### src/rtl/obmap_pkg.sv
package obmap_pkg;
  localparam int AW     = 16;
  localparam int DW     = 8;
  localparam int NREG   = 16;
  localparam int NCHR   = 6;
  localparam int NWIN   = 4;
  localparam int NSLOT  = 8;
  localparam int RIDX_W = $clog2(NREG);
  localparam int PRG_W  = DW + DW / 2;
  localparam int CHR_W  = DW + DW / 2 + 3;

  typedef logic [NREG-1:0][DW-1:0] regs_t;
  typedef logic [NCHR-1:0][DW-1:0] chrr_t;

  localparam logic [RIDX_W-1:0] R_OUTER = 4'd0;
  localparam logic [RIDX_W-1:0] R_P0    = 4'd7;
  localparam logic [RIDX_W-1:0] R_P1    = 4'd8;
  localparam logic [RIDX_W-1:0] R_P2    = 4'd9;
  localparam logic [RIDX_W-1:0] R_FIX   = 4'd10;
  localparam logic [RIDX_W-1:0] R_MASK  = 4'd11;
  localparam logic [RIDX_W-1:0] R_CMID  = 4'd12;
  localparam logic [RIDX_W-1:0] R_MODE  = 4'd13;
  localparam logic [RIDX_W-1:0] R_MIR   = 4'd14;
  localparam logic [RIDX_W-1:0] R_CMD   = 4'd15;
endpackage

### src/rtl/obmap_regs.sv
module obmap_regs
  import obmap_pkg::*;
(
  input  logic          clk,
  input  logic          rst,
  input  logic          wr_en,
  input  logic [AW-1:0] wr_addr,
  input  logic [DW-1:0] wr_data,
  output regs_t         gr,
  output chrr_t         cr
);
  logic [2:0]        cmd;
  logic [DW-1:0]     cmask;
  logic [DW-1:0]     pmask;
  logic [RIDX_W-1:0] pidx;
  logic [AW-1:0]     mdec;

  assign cmd   = gr[R_CMD][2:0];
  assign cmask = gr[R_MODE][2] ? 8'h0F : (8'hFF >> gr[R_MASK][7:4]);
  assign pmask = 8'h3F >> gr[R_MASK][3:0];
  assign pidx  = {1'b0, cmd} + 4'd1;
  assign mdec  = wr_addr & 16'hE001;

  always_ff @(posedge clk) begin
    if (rst) begin
      gr        <= '0;
      gr[R_P2]  <= 8'h3E;
      gr[R_FIX] <= 8'h3F;
      cr        <= '0;
    end else if (wr_en) begin
      if (wr_addr[AW-1:4] == 12'h410) begin
        gr[wr_addr[3:0]] <= wr_data;
      end else if (wr_addr == 16'h2018) begin
        gr[R_CMID] <= wr_data;
      end else if (wr_addr == 16'h201A) begin
        gr[R_MODE] <= wr_data;
      end else if (wr_addr[AW-1]) begin
        case (mdec)
          16'h8000: gr[R_CMD] <= wr_data;
          16'h8001: begin
            if (cmd < 3'd6) cr[cmd] <= wr_data & cmask;
            else            gr[pidx] <= (gr[pidx] & ~pmask) | (wr_data & pmask);
          end
          16'hA000: gr[R_MIR] <= {{(DW-1){1'b0}}, ~wr_data[0]};
          default: ;
        endcase
      end
    end
  end
endmodule

### src/rtl/obmap_prg.sv
module obmap_prg
  import obmap_pkg::*;
(
  input  regs_t            gr,
  input  logic [1:0]       win,
  output logic [PRG_W-1:0] bank
);
  logic [DW-1:0]    pm;
  logic [DW-1:0]    fill;
  logic [PRG_W-1:0] base;
  logic             swap;
  logic [1:0]       eff;
  logic [NWIN-1:0][PRG_W-1:0] wb;

  assign pm   = 8'h3F >> gr[R_MASK][3:0];
  assign fill = gr[R_FIX] & ~pm;
  assign base = {gr[R_OUTER][7:4], {DW{1'b0}}};
  assign swap = gr[R_MODE][0] & gr[R_CMD][6];
  assign eff  = win ^ {swap & ~win[0], 1'b0};

  for (genvar w = 0; w < NWIN; w++) begin : g_win
    logic [DW-1:0] inner;
    if (w == 0) begin : g_a
      assign inner = gr[R_P0];
      assign wb[w] = base | {4'h0, (inner & pm) | fill};
    end else if (w == 1) begin : g_b
      assign inner = gr[R_P1];
      assign wb[w] = base | {4'h0, (inner & pm) | fill};
    end else if (w == 2) begin : g_c
      assign inner = gr[R_MODE][1] ? gr[R_P2] : 8'hFE;
      assign wb[w] = base | {4'h0, (inner & pm) | fill};
    end else begin : g_d
      assign inner = 8'hFF;
      assign wb[w] = gr[R_MODE][1] ? (base | {4'h0, gr[R_FIX]})
                                   : (base | {4'h0, (inner & pm) | fill});
    end
  end

  assign bank = wb[eff];
endmodule

### src/rtl/obmap_chr.sv
module obmap_chr
  import obmap_pkg::*;
(
  input  regs_t            gr,
  input  chrr_t            cr,
  input  logic [2:0]       slot,
  output logic [CHR_W-1:0] bank
);
  logic [CHR_W-4:0] mid;
  logic [CHR_W-1:0] cbase;
  logic [2:0]       eff;
  logic [NSLOT-1:0][DW-1:0] sv;

  assign mid   = {gr[R_OUTER][3:0], {DW{1'b0}}}
               | {3'b000, gr[R_CMID], 1'b0}
               | {7'b0, gr[R_MODE][7:3]};
  assign cbase = {mid, 3'b000};
  assign eff   = slot ^ {gr[R_CMD][7], 2'b00};

  for (genvar s = 0; s < NSLOT; s++) begin : g_slot
    if (s == 0) begin : g_s0
      assign sv[s] = cr[0] & 8'hFE;
    end else if (s == 1) begin : g_s1
      assign sv[s] = cr[0] | 8'h01;
    end else if (s == 2) begin : g_s2
      assign sv[s] = cr[1];
    end else if (s == 3) begin : g_s3
      assign sv[s] = cr[1] | 8'h01;
    end else begin : g_sx
      assign sv[s] = cr[s-2];
    end
  end

  assign bank = cbase | {{(CHR_W-DW){1'b0}}, sv[eff]};
endmodule

### src/rtl/obmap_mapper.sv
module obmap_mapper
  import obmap_pkg::*;
(
  input  logic              clk,
  input  logic              rst,
  input  logic              wr_en,
  input  logic [AW-1:0]     wr_addr,
  input  logic [DW-1:0]     wr_data,
  input  logic [AW-1:0]     cpu_addr,
  input  logic [13:0]       ppu_addr,
  output logic [PRG_W-1:0]  prg_bank,
  output logic [CHR_W-1:0]  chr_bank,
  output logic              mirror_sel
);
  regs_t gr;
  chrr_t cr;

  obmap_regs u_regs (
    .clk(clk), .rst(rst), .wr_en(wr_en), .wr_addr(wr_addr),
    .wr_data(wr_data), .gr(gr), .cr(cr)
  );

  obmap_prg u_prg (.gr(gr), .win(cpu_addr[14:13]), .bank(prg_bank));

  obmap_chr u_chr (.gr(gr), .cr(cr), .slot(ppu_addr[12:10]), .bank(chr_bank));

  assign mirror_sel = gr[R_MIR][0];
endmodule

### config.mk
export PLATFORM = sky130hd
export DESIGN_NAME = obmap_mapper
export DESIGN_NICKNAME = d
export VERILOG_FILES = /design/src/rtl/obmap_pkg.sv /design/src/rtl/obmap_regs.sv /design/src/rtl/obmap_prg.sv /design/src/rtl/obmap_chr.sv /design/src/rtl/obmap_mapper.sv
export SDC_FILE = /design/constraint.sdc
export NUM_CORES = 1
export LEC_CHECK = 0
export ABC_AREA = 0
export BUFFER_PORTS_ARGS = -buffer_cell sky130_fd_sc_hd__buf_4
export CORE_ASPECT_RATIO = 0.7
export CORE_MARGIN = 2
export CORE_UTILIZATION = 35
export DETAILED_ROUTE_END_ITERATION = 12
export GPL_ROUTABILITY_DRIVEN = 0
export PLACE_DENSITY = 0.59
export SETUP_SLACK_MARGIN = 0.3
export SLEW_MARGIN = 20
export SYNTH_ARGS = -nofsm -noshare
export SYNTH_HDL_FRONTEND = slang
export SYNTH_SLANG_ARGS = --single-unit
### constraint.sdc
create_clock -name clk -period 6.65 [get_ports clk]
set_input_delay 1.33 -clock clk [delete_from_list [all_inputs] [get_ports clk]]
set_output_delay 1.33 -clock clk [all_outputs]
set_load 0.1 [all_outputs]
After elaboration in Yosys (flattened, before gate mapping)
Index checks and enable logic that the tools add are counted.
Widths: inputs -> output; s select.

word-level totals
  flip-flop bits (word level) = 176
  output and inout bits = 28

operators by class
  add/subtract/negate cells = 1
  order comparisons = 9
  equality and inequality tests = 13
  shift operators = 2
  multiplexer cells = 30
  bitwise operators = 30
  reductions and logical operators = 17

operators by type and width
  kind                  count
  $mux 128              3
  $bwmux 128            2
  $mux 112              1
  $mux 104              1
  $mux 96               1
  $mux 8                9
  $demux 8 s4           2
  $or 12x8->12          5
  $and 8x8->8           7
  $bwmux 48             1
  $or 8x8->8            5
  $bmux 8 s4            1
  $eq 16x14->1 const B  2
  $pmux 8 s2            2
  $bmux 12 s2           1
  $bmux 8 s3            1
  $demux 8 s3           1
  $mux 12               2
  $mux 24               1
  $reduce_and 6->1      3
  $reduce_bool 3->1     6
  $mux 16               1
  $or 15x8->15          1
  $eq 12x11->1 const B  1
  24 further kinds      42

Longest topological paths before layout
Gate-level depths: netlist of the first run.

  depth in word-level cells = 12
  depth in mapped cells = 13

Modules after synthesis
Synthesis of the first run repeated with hierarchy kept, for this count alone.

second synthesis, totals
  cell total of the unflattened synthesis = 1,278
  area total of the unflattened synthesis = 10,707.8 µm²

by module, submodules not included
  module      times used  cells each  area an instance (µm²)
  obmap_regs  1           1,150       9,726.8
  obmap_prg   1           78          508.0
  obmap_chr   1           50          473.0

Least setup slack after synthesis of the first run
Ideal clock, no wire load.

  kind = input port to output port
  start = in cpu_addr[13]
  end = out prg_bank[4]
  arrival = 4.420 ns
  data required time = 5.320 ns
  path slack = 0.900 ns
  stages on the path = 6
  buffers on the path = 0
  cells stage by stage = nand3b_1 > xor2_1 > mux2i_1 > nor2_1 > a211oi_1 > o21ai_0

between the ends
  longest elaborated chain between the ends = 5

ends and longest elaborated chain
  item                               line                RTL
  start: declaration                 obmap_mapper.sv:9   input logic [AW-1:0] cpu_addr,
  $not 1->1                          obmap_prg.sv:19     assign eff = win ^ {swap & ~win[0], 1'b0};
  $and 1x1->1                        obmap_prg.sv:19
  $xor 2x2->2 (*)                    obmap_prg.sv:19
  $bmux 12 s2 (*)                    obmap_prg.sv:39     assign bank = wb[eff];
  $mux 12 (not written as such) (*)  obmap_prg.sv:39
  end: declaration                   obmap_mapper.sv:11  output logic [PRG_W-1:0] prg_bank,

Every way passes the cells marked *; elsewhere a longest branch is shown, timed or not. The select of a mux whose other input is x is not followed.

Final worst setup path of the first run
  start = in cpu_addr[13]
  end = out prg_bank[2]

The elaborated chain is that of the path after synthesis.

==> results of run 1 <==
[registers in the layout (all words and copies together) (netlist names)]
register and flops:
u_regs.cr 47, u_regs.gr 123
[synth_stat cells, types with 16 or more instances]
library cell  instances  area (sq um)
dfxtp_1             170          3400
o22ai_1              24           150
nand2_1             100           375
mux4_2               16           360
clkbuf_1             52           195
nor2_1              204           766
buf_4                25           188
buf_2                16          80.1
o21ai_0              45           225
a31oi_1              31           194
a21oi_1              84           420
a211oi_1             54           405
a22oi_1              64           480
mux2i_1              44           440
nor3_1               34           170
[cell type report]
| cell class | count | area [sq um] | area share, % |
|---|---|---|---|
| repair buffers | 73 | 561 | 5.10 |
| flip-flops and latches | 170 | 3400 | 31.0 |
| multi-input cells | 914 | 5910 | 53.8 |
| clock inverters | 14 | 154 | 1.40 |
| inverters | 13 | 48.8 | 0.444 |
| clock buffers | 18 | 439 | 4.00 |
| well taps | 371 | 464 | 4.23 |
[cells by family after synthesis]
| logic type | Yosys count |
|---|---|
| AO/OA/AOI/OAI | 401 |
| XOR/XNOR | 2 |
| adder cells (fa/ha/maj) | 5 |
| buffers and inverters | 131 |
| flip-flops | 170 |
| multiplexers | 66 |
| AND/OR/NAND/NOR | 440 |
[worst min-delay path by stage]
stage / slack, ns / cells after the start / endpoint / from
after global placement: 0.45 / 2 / u_regs.cr[11]$_SDFFE_PP0P_ / u_regs.cr[11]$_SDFFE_PP0P_
after floorplan: 0.44 / 2 / u_regs.cr[11]$_SDFFE_PP0P_ / u_regs.cr[11]$_SDFFE_PP0P_
after global routing: 0.50 / 2 / u_regs.cr[11]$_SDFFE_PP0P_ / u_regs.cr[11]$_SDFFE_PP0P_
after CTS: 0.46 / 2 / u_regs.cr[11]$_SDFFE_PP0P_ / u_regs.cr[11]$_SDFFE_PP0P_
final: 0.46 / 2 / u_regs.cr[11]$_SDFFE_PP0P_ / u_regs.cr[11]$_SDFFE_PP0P_
after detailed placement: 0.45 / 2 / u_regs.cr[11]$_SDFFE_PP0P_ / u_regs.cr[11]$_SDFFE_PP0P_
[power breakdown]
group          switching, mW  internal [mW]  total, mW
clock network          0.488          0.544       1.03
registers            0.00177           1.02       1.02
logic                  0.145         0.0496      0.194
total                  0.635           1.61       2.25
[worst max-delay path: stages]
cell      delay, ns
buf_4          0.16
nand3b_1       0.19
xor2_1         0.70
mux2i_1        0.20
nand2_1        0.10
a21oi_1        0.07
a31oi_1        0.26
buf_4          0.35
[metrics by stage]
step | instance area (sq um) | setup WS (ns) | power, mW
6_report | 11000 | 1.95 | 2.25
2_1_floorplan | 10000 | 0.900 | 1.17
3_3_place_gp | 10400 | 2.05 | 1.23
4_1_cts | 11000 | 1.99 | 2.25
3_5_place_dp | 10400 | 1.99 | 1.23
5_1_grt | 11000 | 1.84 | 2.31
[metal layers]
layer  track usage (%)  part of all wire (%)
met1              36.0                    47
met2              29.5                    39
met3              8.58                    13
met4              5.86                   1.6
met5                 0                     0
==> flow_metrics.py, run 1 <==
metrics = {
    "floorplan": {
        "start_util_pct": 35.8,
        "ioPinCount": 85,
        "fp-row-count": 51,
        "die_y_um": 146,
        "die_x_um": 206,
        "die_area_sq_um": 30000,
        "core_region_area_sq_um": 28000,
    },
    "cells_and_area": {
        "insertedDiodeCount": 0,
        "nets": 1251,
        "syn_to_final_growth_pct": 9.54,
        "fin_cells": 1573,
        "layout_common_cells": "204 x nor2_1, 170 x dfxtp_1, 100 x nand2_1",
        "final_layout_size_suffix_gt1_share_pct": 16.0,
        "fin_util_pct": 39.2,
        "n_fill_cell": 2805,
        "layout_commonest_cell": "nor2_1",
    },
    "power_and_ir_drop": {
        "peakVddDrop_mv": 0.169,
        "static-leakage-power_nw": 3.63,
        "p_per_area_nw_per_um2": 205,
    },
    "logic_synthesis": {
        "yosys.area_share.simple_pct": 21.4,
        "synth_fa_ha_area_share_pct": 0.624,
        "syn_avg_cell_area_sq_um": 8.25,
        "synth_top_family_by_area": "compound AO/OA/AOI/OAI gates",
        "synth_compound_area_share_pct": 27.9,
        "synthMuxAreaShare_pct": 8.81,
        "synth_ff_type": "dfxtp_1",
        "postSynthCellCount": 1215,
        "ys_ff_latch": 170,
        "synthDistinctLibCells": 83,
        "synth-edff-count": 0,
        "ys_seq_area_share_pct": 33.9,
        "yosys_warnings": 0,
        "postSynthNetCount": 1277,
        "synthArstFlopShare_pct": 0,
        "synth_area_sq_um": 10000,
        "yosys.area_share.xor_xnor_pct": 0.175,
    },
    "global_routing": {
        "antenna_found_initial": 0,
        "grt_start_max_net_pins": 92,
        "overflow": 0,
        "grt_pass1_wl_um": 53000,
        "track_usage_pct": 23.3,
        "grt_pass1_vias": 8707,
    },
    "critical_path": {
        "r2r_cells": 10,
        "crit_fanout": 13,
        "startpoint_type": "input pin",
        "regToRegStartpoint": "u_regs.gr[121]$_SDFFE_PP0P_",
        "crit_end": "prg_bank[2]",
        "r2r_slack_ns": 2.50,
        "cp-startpoint": "cpu_addr[13]",
        "worst_ep_required_time_ns": 5.32,
        "cp.arrival_ns": 3.37,
        "rr_endpoint": "u_regs.gr[5]$_SDFFE_PP0P_",
        "crit_type": "in2out",
        "endpoint_kind": "primary output",
    },
    "cts": {
        "ctsResizeCount": 0,
        "clk_latency_ns": 0.45,
        "cts_buffer_depth": 2,
        "cts_root_buf": "clkbuf_16",
        "cts_setup_buffers": 0,
        "cts_hold_buf": 0,
        "cts.sinks": 170,
        "numCtsBuffers": 17,
        "cts_tree": "done",
        "cts_max_level": 4,
        "clk_pin_slew_ns": 0.08,
    },
    "drt": {
        "drc": 0,
        "via_per_inst": 6.08,
        "wl_per_cell_um": 22.1,
        "ant_nets": 0,
        "via_count": 9562,
        "drt_iter0_markers": 1183,
        "wl_um": 34800,
        "first_pass_iters": 5,
    },
    "timing": {
        "setup_viol": 0,
        "hold_slack_ns": 0.464,
        "post-route-period-util_pct": 70.7,
        "fmax_ghz": 0.213,
        "maxSlewViolCount": 0,
        "hold_viol_final": 0,
        "fin_crit_ns": 4.70,
        "slew_headroom_pct": 19.1,
        "tightest_slew_ns": 1.20,
        "finClkSkew_ns": 0.0128,
        "fin_tns_setup_ns": 0,
        "rsz0062_at_grt": "no",
    },
    "placed_design": {
        "dp.cells": 1541,
        "portBuffers": 59,
        "hpwl_um": 24100,
    },
    "min_path": {
        "worstHoldPathType": "reg2reg",
    },
    "run_status": {
        "status": "finished, final reports clean",
    },
    "job": {
        "max-cap-violations": 0,
    },
}
(Power assumes the default switching activity.)
==> run 2: changes to the inputs <==
PLACE_DENSITY = 0.61   (was 0.59)
clock period = 4.02 ns   (was 6.65 ns; I/O delays follow)
==> flow_metrics.py, run 2 (synthesized netlist as in run 1, its figures left out) <==
metrics = {
    "run_status": {
        "status": "finished, final reports clean",
    },
    "floorplan": {
        "die_x_um": 206,
        "fp-row-count": 51,
        "ioPinCount": 85,
        "die_y_um": 146,
        "start_util_pct": 35.8,
        "die_area_sq_um": 30000,
        "core_region_area_sq_um": 28000,
    },
    "cells_and_area": {
        "insertedDiodeCount": 0,
        "syn_to_final_growth_pct": 10.5,
        "final_layout_size_suffix_gt1_share_pct": 16.9,
        "top_regs": "u_regs.gr: 123 flops, u_regs.cr: 47 flops",
        "n_fill_cell": 2822,
        "largest-register": "u_regs.gr",
        "layout_common_cells": "204 x nor2_1, 170 x dfxtp_1, 100 x nand2_1",
        "nets": 1259,
        "layout_commonest_cell": "nor2_1",
        "largest_register_ff_count": 123,
    },
    "critical_path": {
        "rr_endpoint": "u_regs.gr[49]$_SDFFE_PP0P_",
        "r2r_slack_ns": 0.59,
        "startpoint_type": "register",
        "crit_type": "reg2reg",
        "worst_ep_required_time_ns": 4.38,
        "crit_fanout": 14,
        "r2r_cells": 9,
        "endpoint_kind": "register",
        "slowest_delay_ns": 0.95,
        "slowest_stage": "a22oi_2",
        "cp.arrival_ns": 3.79,
        "regToRegStartpoint": "u_regs.gr[120]$_SDFFE_PP0P_",
        "path_cells": "clkinv_1 > ha_2 > buf_4 > mux2i_1 > o22ai_1 > nor4_1 > a22oi_2 > a22oi_1 > a211oi_2",
    },
    "power_and_ir_drop": {
        "p_per_area_nw_per_um2": 336,
        "pwr-share-clk_pct": 45.8,
        "p_sw_share_pct": 28.4,
        "power.total_mw": 3.72,
        "pwr-share-comb_pct": 8.8,
        "p_int_mw": 2.66,
        "static-leakage-power_nw": 3.68,
        "peakVddDrop_mv": 0.264,
        "switchingPower_mw": 1.06,
        "power_frac_seq_pct": 45.4,
    },
    "global_routing": {
        "grt_start_max_net_pins": 54,
        "antenna_found_initial": 0,
        "overflow": 0,
        "grt_pass1_vias": 8830,
        "track_usage_pct": 23.3,
        "grt_pass1_wl_um": 53500,
    },
    "timing": {
        "rsz0062_at_grt": "no",
        "tightest_slew_ns": 1.17,
        "hold_viol_final": 0,
        "finClkSkew_ns": 0.0113,
        "fin_tns_setup_ns": 0,
        "fin_crit_ns": 3.43,
        "slew_headroom_pct": 22.3,
        "setup_viol": 0,
        "fmax_ghz": 0.291,
        "post-route-period-util_pct": 85.3,
        "maxSlewViolCount": 0,
    },
    "cts": {
        "cts_hold_buf": 0,
        "ctsResizeCount": 0,
        "cts_setup_buffers": 0,
        "clk_pin_slew_ns": 0.07,
        "cts_tree": "done",
        "cts.sinks": 170,
        "numCtsBuffers": 17,
        "cts_max_level": 4,
        "clk_latency_ns": 0.44,
        "cts_buffer_depth": 2,
        "cts_root_buf": "clkbuf_16",
    },
    "placed_design": {
        "hpwl_um": 24600,
        "portBuffers": 59,
    },
    "min_path": {
        "hold_path_startpoint": "u_regs.cr[11]$_SDFFE_PP0P_",
        "holdPathStages": 2,
        "hold_end": "u_regs.cr[11]$_SDFFE_PP0P_",
        "worstHoldPathType": "reg2reg",
    },
    "drt": {
        "first_pass_iters": 6,
        "wl_per_cell_um": 22.3,
        "drc": 0,
        "via_count": 9660,
        "ant_nets": 0,
        "wl_um": 35200,
        "via_per_inst": 6.11,
        "drt_iter0_markers": 1284,
    },
    "job": {
        "max-cap-violations": 0,
    },
}
run 2: cell types whose count changed in the layout (fill, tap and decap cells not counted), moves of 2 or more:
cell,change
clkinv_4,-2
o21ai_0,-3
o21ai_2,+2
buf_4,+7
a31oi_1,-2
inv_6,+2
run 2: cell type report:
type                            count  area (sq um)  area share [%]
Clock buffer                       17           425            3.84
Inverter                           13          48.8           0.441
Sequential cell                   170          3400            30.7
Timing Repair Buffer               81           633            5.72
Clock inverter                     15           165            1.49
Tap cell                          371           464            4.19
Multi-Input combinational cell    914          5930            53.6
run 2: power by group through the flow:
stage                     clock network [mW]  logic, mW  registers, mW
after global placement                     0      0.314           1.73
after detailed placement                   0      0.316           1.73
after global routing                    1.78      0.338           1.69
after floorplan                            0      0.206           1.73
final                                   1.70      0.325           1.69
after CTS                               1.72      0.317           1.69
run 2: through the flow:
step                      instance area [sq um]  hold slack, ns  setup slack [ns]  instances  utilization [%]
final                                     11100           0.455             0.589       1581             39.5
after global routing                      11100           0.475             0.415       1581             39.5
after CTS                                 11100           0.458             0.699       1581             39.5
after detailed placement                  10500           0.448             0.735       1549             37.4
after global placement                    10500           0.447             0.771       1549             37.4
after floorplan                           10000           0.436            0.0791       1215                -
run 2: worst max-delay path by stage:
| stage | cells after the start | to | slack, ns | startpoint |
|---|---|---|---|---|
| floorplan | 6 | prg_bank[4] | 0.08 | cpu_addr[13] |
| global placement | 9 | u_regs.gr[3]$_SDFFE_PP0P_ | 0.77 | u_regs.gr[121]$_SDFFE_PP0P_ |
| detailed placement | 9 | u_regs.gr[3]$_SDFFE_PP0P_ | 0.73 | u_regs.gr[121]$_SDFFE_PP0P_ |
| CTS | 9 | u_regs.gr[49]$_SDFFE_PP0P_ | 0.70 | u_regs.gr[120]$_SDFFE_PP0P_ |
| global route | 9 | u_regs.gr[121]$_SDFFE_PP0P_ | 0.41 | u_regs.gr[120]$_SDFFE_PP0P_ |
| finish | 9 | u_regs.gr[49]$_SDFFE_PP0P_ | 0.59 | u_regs.gr[120]$_SDFFE_PP0P_ |
run 2: routing by layer:
metal | part of all wire, % | global-route usage, %
met5 | 0 | 0
met3 | 13 | 8.69
met4 | 1.7 | 6.21
met1 | 46 | 35.2
met2 | 39 | 30.3
run 2: critical path, delay by kind of cell (launching register included):
kind / cells / cell delay [ns]
compound gates: 4 / 1.75
fa+ha+maj: 1 / 0.47
flops: 1 / 0.45
buf+inv: 2 / 0.38
mux: 1 / 0.22
simple gates: 1 / 0.10
